## src/rtl/mw_rom_pkg.sv

```systemverilog
package mw_rom_pkg;
  localparam int DATA_BITS   = 16;
  localparam int ADDR_NARROW = 6;
  localparam int ADDR_WIDE   = 8;
  localparam int OPC_BITS    = 3;
  localparam logic [OPC_BITS-1:0] READ_OPC = 3'b110;
  localparam int CMD_MAX     = OPC_BITS + ADDR_WIDE;
  localparam int FRAME_MAX   = CMD_MAX + DATA_BITS;
  localparam int FRAME_MIN   = OPC_BITS + ADDR_NARROW + DATA_BITS;
  localparam int CNT_W       = $clog2(FRAME_MAX + 1);
  localparam logic [ADDR_WIDE-1:0] PROBE_ADDR = '1;
  localparam int PROBE_BIT   = 18;

  typedef enum logic [2:0] {
    ST_IDLE,
    ST_SETUP,
    ST_LOW,
    ST_HIGH,
    ST_HOLD,
    ST_DONE
  } seq_state_t;
endpackage

```

## src/rtl/mw_half_timer.sv

```systemverilog
module mw_half_timer #(
  parameter int HALF = 4
) (
  input  logic clk,
  input  logic rst_n,
  input  logic run,
  output logic tick
);
  localparam int CW = (HALF > 1) ? $clog2(HALF) : 1;
  localparam logic [CW-1:0] LAST = CW'(HALF - 1);

  logic [CW-1:0] cnt;

  assign tick = run && (cnt == LAST);

  always_ff @(posedge clk or negedge rst_n) begin
    if (!rst_n)              cnt <= '0;
    else if (!run || tick)   cnt <= '0;
    else                     cnt <= cnt + 1'b1;
  end

  // while running and not at the end of a phase, the count advances by one
  assert_phase_advance_R4: assert property (@(posedge clk) disable iff (!rst_n)
    (run && !tick) |=> (cnt == $past(cnt) + 1'b1) || !run);
endmodule

```

## src/rtl/mw_cmd_shift.sv

```systemverilog
module mw_cmd_shift
  import mw_rom_pkg::*;
(
  input  logic                 clk,
  input  logic                 rst_n,
  input  logic                 load,
  input  logic                 wide,
  input  logic [ADDR_WIDE-1:0] addr,
  input  logic                 shift,
  output logic                 bit_out
);
  localparam int PAD = ADDR_WIDE - ADDR_NARROW;

  logic [CMD_MAX-1:0] sr;
  logic [CMD_MAX-1:0] load_word;

  always_comb begin
    if (wide) load_word = {READ_OPC, addr};
    else      load_word = {READ_OPC, addr[ADDR_NARROW-1:0], {PAD{1'b0}}};
  end

  always_ff @(posedge clk or negedge rst_n) begin
    if (!rst_n)      sr <= '0;
    else if (load)   sr <= load_word;
    else if (shift)  sr <= {sr[CMD_MAX-2:0], 1'b0};
  end

  assign bit_out = sr[CMD_MAX-1];

  // a loaded command always begins with the start bit
  assert_start_bit_R2: assert property (@(posedge clk) disable iff (!rst_n)
    load |=> bit_out);
endmodule

```

## src/rtl/mw_rx_capture.sv

```systemverilog
module mw_rx_capture
  import mw_rom_pkg::*;
#(
  parameter int W = FRAME_MAX
) (
  input  logic         clk,
  input  logic         rst_n,
  input  logic         clr,
  input  logic         sample,
  input  logic         din,
  output logic [W-1:0] raw
);
  always_ff @(posedge clk or negedge rst_n) begin
    if (!rst_n)       raw <= '0;
    else if (clr)     raw <= '0;
    else if (sample)  raw <= {raw[W-2:0], din};
  end

  // clearing and sampling come from different phases of the frame
  assert_clr_vs_sample_R5: assert property (@(posedge clk) disable iff (!rst_n)
    !(clr && sample));
endmodule

```

## src/rtl/serial_rom_reader.sv

```systemverilog
module serial_rom_reader
  import mw_rom_pkg::*;
#(
  parameter int SK_HALF      = 4,
  parameter int ADDR_W       = 16,
  parameter bit WIDE_DEFAULT = 1'b1
) (
  input  logic                 clk,
  input  logic                 rst_n,
  input  logic                 req_valid,
  output logic                 req_ready,
  input  logic [ADDR_W-1:0]    req_addr,
  input  logic                 req_probe,
  output logic                 rsp_valid,
  output logic [DATA_BITS-1:0] rsp_data,
  output logic                 busy,
  output logic                 addr_wide,
  output logic                 ee_sel,
  output logic                 ee_clk,
  output logic                 ee_tx,
  input  logic                 ee_rx
);
  localparam logic [CNT_W-1:0] LAST_WIDE   = CNT_W'(FRAME_MAX - 1);
  localparam logic [CNT_W-1:0] LAST_NARROW = CNT_W'(FRAME_MIN - 1);

  seq_state_t             st;
  logic                   accept;
  logic                   run;
  logic                   tick;
  logic                   frame_wide;
  logic                   probe_op;
  logic [CNT_W-1:0]       bit_idx;
  logic [CNT_W-1:0]       last_idx;
  logic                   bit_end;
  logic                   load_wide;
  logic [ADDR_WIDE-1:0]   load_addr;
  logic                   cmd_bit;
  logic [FRAME_MAX-1:0]   raw;

  assign accept    = req_valid && req_ready;
  assign run       = (st == ST_SETUP) || (st == ST_LOW) || (st == ST_HIGH) || (st == ST_HOLD);
  assign bit_end   = (st == ST_HIGH) && tick;
  assign last_idx  = frame_wide ? LAST_WIDE : LAST_NARROW;
  assign load_wide = req_probe || addr_wide;
  assign load_addr = req_probe ? PROBE_ADDR : req_addr[ADDR_WIDE-1:0];

  generate
    if (ADDR_W > ADDR_WIDE) begin : g_hi_unused
      logic unused_addr_hi;
      assign unused_addr_hi = ^req_addr[ADDR_W-1:ADDR_WIDE];
    end
  endgenerate

  logic unused_raw;
  assign unused_raw = ^{raw[FRAME_MAX-1:PROBE_BIT+1], raw[PROBE_BIT-1:DATA_BITS]};

  mw_half_timer #(.HALF(SK_HALF)) u_timer (
    .clk   (clk),
    .rst_n (rst_n),
    .run   (run),
    .tick  (tick)
  );

  mw_cmd_shift u_cmd (
    .clk     (clk),
    .rst_n   (rst_n),
    .load    (accept),
    .wide    (load_wide),
    .addr    (load_addr),
    .shift   (bit_end),
    .bit_out (cmd_bit)
  );

  mw_rx_capture #(.W(FRAME_MAX)) u_cap (
    .clk    (clk),
    .rst_n  (rst_n),
    .clr    (accept),
    .sample (bit_end),
    .din    (ee_rx),
    .raw    (raw)
  );

  always_ff @(posedge clk or negedge rst_n) begin
    if (!rst_n) begin
      st         <= ST_IDLE;
      bit_idx    <= '0;
      frame_wide <= 1'b0;
      probe_op   <= 1'b0;
      addr_wide  <= WIDE_DEFAULT;
    end else begin
      unique case (st)
        ST_IDLE: begin
          if (accept) begin
            st         <= ST_SETUP;
            bit_idx    <= '0;
            frame_wide <= load_wide;
            probe_op   <= req_probe;
          end
        end
        ST_SETUP: if (tick) st <= ST_LOW;
        ST_LOW:   if (tick) st <= ST_HIGH;
        ST_HIGH: begin
          if (tick) begin
            if (bit_idx == last_idx) begin
              st <= ST_HOLD;
            end else begin
              st      <= ST_LOW;
              bit_idx <= bit_idx + 1'b1;
            end
          end
        end
        ST_HOLD: begin
          if (tick) begin
            st <= ST_DONE;
            if (probe_op) addr_wide <= raw[PROBE_BIT];
          end
        end
        ST_DONE:  st <= ST_IDLE;
        default:  st <= ST_IDLE;
      endcase
    end
  end

  assign req_ready = (st == ST_IDLE);
  assign busy      = !req_ready;
  assign rsp_valid = (st == ST_DONE);
  assign rsp_data  = raw[DATA_BITS-1:0];
  assign ee_sel    = run;
  assign ee_clk    = (st == ST_HIGH);
  assign ee_tx     = ((st == ST_LOW) || (st == ST_HIGH)) && cmd_bit;

  // the serial clock only pulses inside a select window
  assert_clk_within_sel_R1: assert property (@(posedge clk) disable iff (!rst_n)
    ee_clk |-> ee_sel);

  // select falls straight into the response cycle
  assert_sel_drop_at_done_R1: assert property (@(posedge clk) disable iff (!rst_n)
    $fell(ee_sel) |-> rsp_valid);

  // data towards the device holds while the clock is high
  assert_tx_stable_high_R4: assert property (@(posedge clk) disable iff (!rst_n)
    ee_clk |-> $stable(ee_tx));

  // the response is a single-cycle pulse
  assert_rsp_single_R8: assert property (@(posedge clk) disable iff (!rst_n)
    rsp_valid |=> !rsp_valid);

  // the width flag moves only in a response cycle
  assert_width_moves_at_done_R6: assert property (@(posedge clk) disable iff (!rst_n)
    !$stable(addr_wide) |-> rsp_valid);

  // a frame only begins after a handshake
  assert_frame_needs_accept_R9: assert property (@(posedge clk) disable iff (!rst_n)
    $rose(ee_sel) |-> $past(req_valid && req_ready));
endmodule

```

## config.mk

```make
export PLATFORM = sky130hd
export DESIGN_NAME = serial_rom_reader
export DESIGN_NICKNAME = d
export VERILOG_FILES = /design/src/rtl/mw_rom_pkg.sv /design/src/rtl/mw_half_timer.sv /design/src/rtl/mw_cmd_shift.sv /design/src/rtl/mw_rx_capture.sv /design/src/rtl/serial_rom_reader.sv
export SDC_FILE = /design/constraint.sdc
export NUM_CORES = 1
export LEC_CHECK = 0
export BUFFER_PORTS_ARGS = -buffer_cell sky130_fd_sc_hd__buf_4
export CELL_PAD_IN_SITES_DETAIL_PLACEMENT = 1
export CELL_PAD_IN_SITES_GLOBAL_PLACEMENT = 1
export CORE_UTILIZATION = 47
export CTS_BUF_LIST = sky130_fd_sc_hd__clkbuf_8
export CTS_CLUSTER_DIAMETER = 100
export DETAILED_ROUTE_END_ITERATION = 8
export MAX_ROUTING_LAYER = met4
export PLACE_DENSITY = 0.91
export SLEW_MARGIN = 20
export SYNTH_ARGS = -nofsm -noshare
export SYNTH_HDL_FRONTEND = slang
export SYNTH_SLANG_ARGS = --single-unit
```

## constraint.sdc

```tcl
create_clock -name clk -period 3.11 [get_ports clk]
set_clock_uncertainty 0.1 [all_clocks]
set_input_delay 0.622 -clock clk [delete_from_list [all_inputs] [get_ports clk]]
set_output_delay 0.622 -clock clk [all_outputs]
set_load 0.01 [all_outputs]
```

==> Yosys cells after proc, flatten, opt, wreduce, memory -nomap -nowiden <==
Cells that the tools add are included.
{ "totals": {"ff_bits": 43, "inputBits": 21, "output_inout_bits": 23, "word_cells": 61} }
{ "op_classes": {"add_sub_neg": 2, "eq_ne": 13, "muxes": 19, "n_reduce_logical": 19} }
{ "op_table": {"columns": ["op", "count"], "rows": [
  ["$mux W19", 2],
  ["$mux W11", 2],
  ["$mux W3", 6],
  ["$mux W8", 2],
  ["$mux W5", 3],
  ["$pmux W3 S5", 1],
  ["$pmux W5 S2", 1],
  ["$ne A2 B2 Y1 const B", 4],
  ["$eq A3 B2 Y1 const B", 2],
  ["$eq A3 B3 Y1 const B", 2],
  ["$logic_or A1 B1 Y1", 6],
  ["$add A5 B1 Y5 const B", 1],
  ["$eq A5 B5 Y1", 1],
  ["$reduce_and A5 Y1", 1],
  ["$logic_and A1 B1 Y1", 4],
  ["$mux W2", 2],
  ["$ne A2 B1 Y1 const B", 2],
  ["$reduce_and A4 Y1", 1],
  ["$reduce_bool A2 Y1", 2],
  ["$eq A3 B1 Y1 const B", 1],
  ["$logic_not A3 Y1", 1],
  ["$reduce_and A3 Y1", 1],
  ["$add A2 B1 Y2 const B", 1],
  ["$eq A2 B2 Y1 const B", 1],
  ["2 further kinds", 3]
]} }

==> Logic depth before layout (Yosys ltp) <==
Gate-level depths: netlist of run 1.
{ "logic_depth": {"depth_word": 8, "depth_mapped": 7, "depth_no_buf": 5} }

==> Hierarchy <==
A second synthesis of run 1 with hierarchy kept.
{ "hier_totals": {"cells_unflattened": 208, "area_unflattened_um2": 2472.4} }
{ "modules_own_cells": {"columns": ["mod", "instances", "cells_each", "area_per_inst_um2", "seq_area_each_um2"], "rows": [
  ["mw_rx_capture", 1, 87, 1113.6, 675.6],
  ["serial_rom_reader", 1, 71, 708.2, 276.5],
  ["mw_cmd_shift", 1, 44, 559.3, 275.3],
  ["mw_half_timer", 1, 6, 91.3, 50.0]
]} }

==> Worst setup path after synthesis of run 1 <==
No wires, ideal clock.
{ "synth_timing": {"path_kind": "in2reg", "start": "input req_valid", "end": "register bit_idx[3]", "setup_time_ns": 0.066, "t_arrival_ns": 1.793, "required_ns": 2.944, "path_slack_ns": 1.151, "cell_stages": 5, "path_buffers": 1, "path_cell_list": "or3b_1 > a21o_1 > buf_6 > or4_1 > nand2_1"} }
{ "synth_via": {"elab_chain_cells": 3} }
{ "synth_lines": {"columns": ["item", "line_no", "text"], "rows": [
  ["start: declaration", "serial_rom_reader.sv:10", "input logic req_valid,"],
  ["$logic_and A1 B1 Y1", "serial_rom_reader.sv:40", "assign accept = req_valid && req_ready;"],
  ["$ne A2 B1 Y1 (no source line)", null, null],
  ["$reduce_and A4 Y1 (no source line)", null, null],
  ["end signal: assignment", "serial_rom_reader.sv:108", "bit_idx <= bit_idx + 1'b1;"],
  ["end: declaration", "serial_rom_reader.sv:32", "logic [CNT_W-1:0] bit_idx;"]
]} }
No other way between the ends.
A chain may end at the register's enable or synchronous reset.

==> Worst setup path in the final report of run 1 <==
{ "layout_timing": {"start": "register u_timer.cnt[0]", "end": "register bit_idx[4]"} }
{ "layout_via": {"elab_chain_cells": 4} }
{ "layout_lines": {"columns": ["item", "line_no", "text"], "rows": [
  ["start: declaration", "mw_half_timer.sv:12", "logic [CW-1:0] cnt;"],
  ["start signal: assignment", "mw_half_timer.sv:19", "else cnt <= cnt + 1'b1;"],
  ["$eq A2 B2 Y1", "mw_half_timer.sv:14", "assign tick = run && (cnt == LAST);"],
  ["$logic_and A1 B1 Y1", "mw_half_timer.sv:14", null],
  ["$ne A2 B1 Y1 (no source line)", null, null],
  ["$reduce_and A4 Y1 (no source line)", null, null]
]} }
No other way between the ends.

==> results of run 1 <==
==> state kept, by name, summed over array words and instances, names as in the netlist <==
name         flops
u_timer.cnt      2
u_cap.raw       19
bit_idx          5
addr_wide        1
st               3
probe_op         1
u_cmd.sr        11
frame_wide       1
==> where the power goes <==
group | switching, mW | leakage (nW) | total, mW | internal (mW)
clock | 0.201 | 0.0581 | 0.440 | 0.239
sequential | 0.00311 | 0.545 | 0.565 | 0.562
combinational | 0.0214 | 0.456 | 0.0402 | 0.0188
total | 0.226 | 1.06 | 1.05 | 0.820
==> path summary, 6_finish.rpt <==
kind | end | slack, ps | depth (start not counted)
worst max-delay path | bit_idx[4]$_DFFE_PN0P_ | 760 | 5
worst min-delay path | st[0]$_DFFE_PN0P_ | 200 | 1
worst max register to register | bit_idx[4]$_DFFE_PN0P_ | 760 | 5
worst min register to register | u_timer.cnt[0]$_DFF_PN0_ | 360 | 1
max in group asynchronous | addr_wide$_DFFE_PN1P_ | 2340 | 1
min in group clk | u_timer.cnt[0]$_DFF_PN0_ | 360 | 1
==> layout make-up <==
type | count | area [um^2]
Tap cell | 50 | 62.6
Clock buffer | 5 | 68.8
Timing Repair Buffer | 36 | 270
Fill cell | 461 | 1780
Clock inverter | 3 | 43.8
Inverter | 3 | 11.3
Sequential cell | 43 | 1080
Multi-Input combinational cell | 117 | 774
==> cell families after synthesis <==
family	Yosys count	synth area share [%]
compound gates	54	20.6
xor+xnor	2	0.853
fa+ha+maj	2	1.22
buf+inv	33	9.87
flops	43	52.4
mux	2	1.04
simple gates	57	13.9
==> per-layer routing <==
layer	wire (um)	up-vias	share of wire (%)	global-route usage (%)
li1	-	710	-	-
met1	2200	829	46	30.8
met2	2450	26	51	37.6
met3	137	4	2.8	4.00
met4	28	0	0.58	9.38
met5	0	-	0	-
==> layout by cell type, fill, tap and decap left out, types with 3 or more instances in the layout <==
master	instances
a31oi_1	5
nand2_1	22
o21ai_0	3
dfrtp_1	42
buf_4	36
nand3_1	4
nor2b_1	7
nor2_1	8
a2111oi_0	5
nand4_1	3
clkbuf_8	5
a21oi_1	6
and2_1	3
a22o_1	20
==> results.tsv, run 1 <==
metric	value	unit
path_cells	ha_1 -> nand3_1 -> a21o_1 -> or4_1 -> nand2_1	
synth.ff_latch_count	43	
drv_slew	0	
cts_tree	yes	
fp.dieH	68.1	um
synth.most_common_cell	dfrtp_1	
max_slew_margin	47.7	%
cp-start-kind	flop	
pin_count	44	
start_util	50.3	%
synth_top_area_share	51.2	%
cp_slowest_cell	or4_1	
setup_violations	0	
critPathKind	flop to flop	
arrival	2490	ps
finalPower	1.05	mW
vias	1569	
grt_pass1_vias	1545	
cts_resized	0	
fmax	425	MHz
rsz0062_at_grt	false	
antenna_left	0	
synthCells	193	
drive_above_1_share	23.2	%
dieArea	4640	um^2
synth-edff-count	0	
postCtsSetupBuffers	0	
drt_iter0_drc	90	
clk_latency	300	ps
final_nets	229	
firstDrtPassIters	4	
dp.cells	249	
ys.warnings.count	0	
power_density	453	nW/um^2
whs	204	ps
pre_cts_slack	685	ps
wl_per_cell	18.8	um
grt_use_total	23.9	%
cp_num_buf_inv	0	
grt-ovfl-total	0	
startpoint	u_timer.cnt[0]$_DFF_PN0_	
cts.path.max_buffers	2	
fp.coreArea	4090	um^2
h-tree-depth	2	
setup_slack	756	ps
dp_hpwl	3.14	mm
min_period	2350	ps
status	complete, no violations	
finalNonFillerCells	257	
critPathTopFamily	simple AND/OR/NAND/NOR gates	
async_flop_share	100	%
port-buffer-count	35	
regToRegStartpoint	u_timer.cnt[0]$_DFF_PN0_	
required	3250	ps
placedInstanceArea	2200	um^2
synthTopCellsByCount	42 x dfrtp_1, 22 x nand2_1, 20 x a22o_1	
worst_pin_slew	784	ps
area_delta_synth_final	12.4	%
synth-seq-area-share	52.4	%
synthesis.nets	216	
synth.largest_area_cell	dfrtp_1	
netlist_area	2050	um^2
gpl.final_weighted_congestion	0.769	
synth_area_per_cell	10.6	um^2
finalCoreUtilization	56.5	%
p_leak	1.06	nW
finalHoldViolations	0	
ys.flop_type	dfrtp_1	
finalCritPeriodShare	75.7	%
tns	0	ps
via_per_inst	6.11	
cts_made_buffers	5	
synthTopCellsByArea	dfrtp_1 51%, a22o_1 8.5%, buf_4 5.8%	
grt_antenna_before_repair	0	
clockRootBuffer	clkbuf_8	
synth.distinct_cells	42	
die_w	68.1	um
drc	0	
num_rows	23	
cts.sinks	43	
cts.reportedPaths.clkPinSlew	80	ps
max_stage_delay	590	ps
n_antenna_cell	0	
cap_viol_max_count	0	
crit_path_end_kind	flop	
ctsHoldBuffers	0	
grt_pass1_wl	7.82	mm
path_max_fanout	26	
grt_max_degree	44	
hold_class	input port to asynchronous set/reset pin	
vdd_drop_max	0.276	mV
design_area	2310	um^2
wl	4.82	mm
Power figures use the tool's default switching activity.
==> run 2, diff against run 1 <==
- ABC_AREA: not set -> 1
- CORE_UTILIZATION: 47 -> 38
- PLACE_DENSITY: 0.91 -> 0.82
- clock period: 3.11 -> 2.1 ns (I/O delays scaled with it)
==> run 2 against run 1 <==
The flow now finishes with violations (hold timing). Global-route usage is 4.9 points lower. Highest routed layer unchanged. Total power grew to 2.5 times the previous value. Critical path type is now flop to primary output. Non-clock buffer count is 3 higher. Sequential cell count stayed put.
==> results.tsv, run 2 <==
metric	value	unit	change
cts.sinks	43		unchanged
final_cell_mix	53 x nand2_1, 42 x dfrtp_1, 39 x inv_1, 39 x buf_4, 23 x nor2_1		
cp-start-kind	flop		
vias	1753		+12%
max_slew_margin	63.0	%	+15 points
rsz0062_at_grt	false		
status	finished with violations		
p_leak	1.22	nW	+15%
drive_above_1_share	20.6	%	-2.6 points
worst_pin_slew	555	ps	-229 ps
synthTopCellsByCount	53 x nand2_1, 42 x dfrtp_1, 39 x inv_1		
synthesis.nets	279		+29%
num_rows	27		+17%
clk_latency	310	ps	about the same
fp.coreArea	5510	um^2	+35%
power_density	1060	nW/um^2	+130%
die_w	77.5	um	+14%
area_delta_synth_final	14.2	%	
synth_area_per_cell	8.46	um^2	-21%
path_max_fanout	7		-73%
h-tree-depth	2		unchanged
arrival	1420	ps	-1070 ps
ctsHoldBuffers	0		unchanged
finalHoldViolations	4		+4
netlist_area	2160	um^2	+5.4%
ys.warnings.count	0		unchanged
cts_made_buffers	5		unchanged
via_per_inst	4.95		-19%
synth_compound_area_share	12.5	%	-8.1 points
synth_top_family_by_area	simple AND/OR/NAND/NOR gates		
required	1580	ps	-1670 ps
pin_count	44		unchanged
synth-edff-count	0		unchanged
drv_slew	0		unchanged
ys.flop_type	dfrtp_1		
synth.largest_area_cell	dfrtp_1		
grt_max_degree	44		unchanged
synth-seq-area-share	49.8	%	-2.7 points
synthTopCellsByArea	dfrtp_1 49%, nand2_1 9.2%, inv_1 6.8%		
firstDrtPassIters	4		unchanged
violations	hold timing		
layout_commonest_cell	nand2_1		
cp_slowest_cell	dfrtp_1		
largest_reg_flops	19		unchanged
top_register	u_cap.raw		
synth_top_area_share	48.6	%	-2.6 points
max_stage_delay	480	ps	-110 ps
synth_mux_area_share	0	%	-1.0 points
finalCritPeriodShare	92.6	%	
fill_cells	687		+49%
regToRegStartpoint	st[1]$_DFFE_PN0P_		
antenna_left	0		unchanged
cts_tree	yes		
drt_iter0_drc	112		+24%
final_nets	304		+33%
synth.ff_latch_count	43		unchanged
grt_pass1_wl	8.72	mm	+11%
cts.reportedPaths.clkPinSlew	80	ps	about the same
dieArea	6000	um^2	+29%
grt_use_total	19.0	%	-4.9 points
vdd_drop_max	0.517	mV	+87%
start_util	39.3	%	-11 points
synth.distinct_cells	27		-36%
min_period	1940	ps	
cts_resized	0		unchanged
synthAdderAreaFrac	1.16	%	-0.062 points
port-buffer-count	35		unchanged
synth-simple-area-share	21.0	%	+7.0 points
drc	0		unchanged
dp_hpwl	3.49	mm	+11%
grt_pass1_vias	1850		+20%
synth_xor_area_share	0.405	%	-0.45 points
setup_violations	0		unchanged
multi_input_area	759	um^2	-1.9%
fp.dieH	77.5	um	+14%
cts.path.max_buffers	2		unchanged
synthCells	256		+33%
critPathKind	flop to primary output		
finalCoreUtilization	44.9	%	-12 points
async_flop_share	100	%	unchanged
wl_per_cell	13.8	um	-26%
clockRootBuffer	clkbuf_8		
gpl.final_weighted_congestion	0.826		+7.4%
reg_top3	u_cap.raw (19), u_cmd.sr (11), bit_idx (5)		
crit_path_end_kind	primary output		
cap_viol_max_count	0		unchanged
synth.most_common_cell	nand2_1		
fmax	515	MHz	
grt_antenna_before_repair	0		unchanged
tns	0	ps	unchanged
grt-ovfl-total	0		unchanged
wl	4.89	mm	+1.5%
postCtsSetupBuffers	0		unchanged
startpoint	st[1]$_DFFE_PN0P_		
seq_area	1080	um^2	unchanged
whs	-4.50	ps	-208 ps
n_antenna_cell	0		unchanged
path_cells	nor2_1 -> nand2_1 -> nand3_1 -> buf_4		
hold_class	input port to asynchronous set/reset pin		
run 2: metrics by stage:
stage          hold slack [ps]  cells  cell area, um^2  setup slack [ps]  power (mW)
2_1_floorplan             24.4    256             2160               656        1.79
3_5_place_dp               348    346             2380               360        2.10
5_1_grt                   30.2    354             2470              69.6        2.84
6_report                 -4.50    354             2470               156        2.63
3_3_place_gp               327    346             2380               430        2.04
4_1_cts                   20.1    354             2470               156        2.65
run 2: cell type report:
| class | instances | share of cell area, % |
|---|---|---|
| inverters | 42 | 6.43 |
| flip-flops and latches | 43 | 43.6 |
| clock inverters | 3 | 0.962 |
| clock buffers | 5 | 2.78 |
| well taps | 72 | 3.65 |
| repair buffers | 39 | 11.8 |
| multi-input cells | 150 | 30.7 |
run 2: worst paths after layout:
check	end	slack (ps)	cells past startpoint
min in group clk	u_cap.raw[0]$_DFFE_PN0P_	220	3
max in group asynchronous	u_cmd.sr[4]$_DFFE_PN0P_	1520	1
min	u_timer.cnt[0]$_DFF_PN0_	-5	1
min reg2reg	u_timer.cnt[0]$_DFF_PN0_	360	1
max reg2reg	u_cmd.sr[2]$_DFFE_PN0P_	360	8
max	ee_sel	160	4
run 2: logic make-up after synthesis:
kind of cell / Yosys count
and+or+nand+nor: 103
buffers and inverters: 63
xor gates and xnor gates: 1
AOI/OAI and AO/OA: 44
DFF: 43
adders and majority gates: 2
run 2: power by group:
part	total, mW	internal [mW]	switching, mW
Combinational	0.959	0.351	0.608
Clock	0.553	0.238	0.314
Sequential	1.12	1.00	0.114
run 2: layer usage:
layer / vias to the layer above / GRT usage [%] / share of wire [%]
met2: 30 / 30.5 / 49
met3: 8 / 4.12 / 3.0
met1: 857 / 24.0 / 47
met4: 0 / 5.85 / 1.4
li1: 858 / - / -
met5: - / - / 0
run 2: worst max-delay path, delay by kind of cell (launching register included):
family / cells / cell delay, ps
and+or+nand+nor: 3 / 500
DFF: 1 / 480
buffers and inverters: 1 / 150
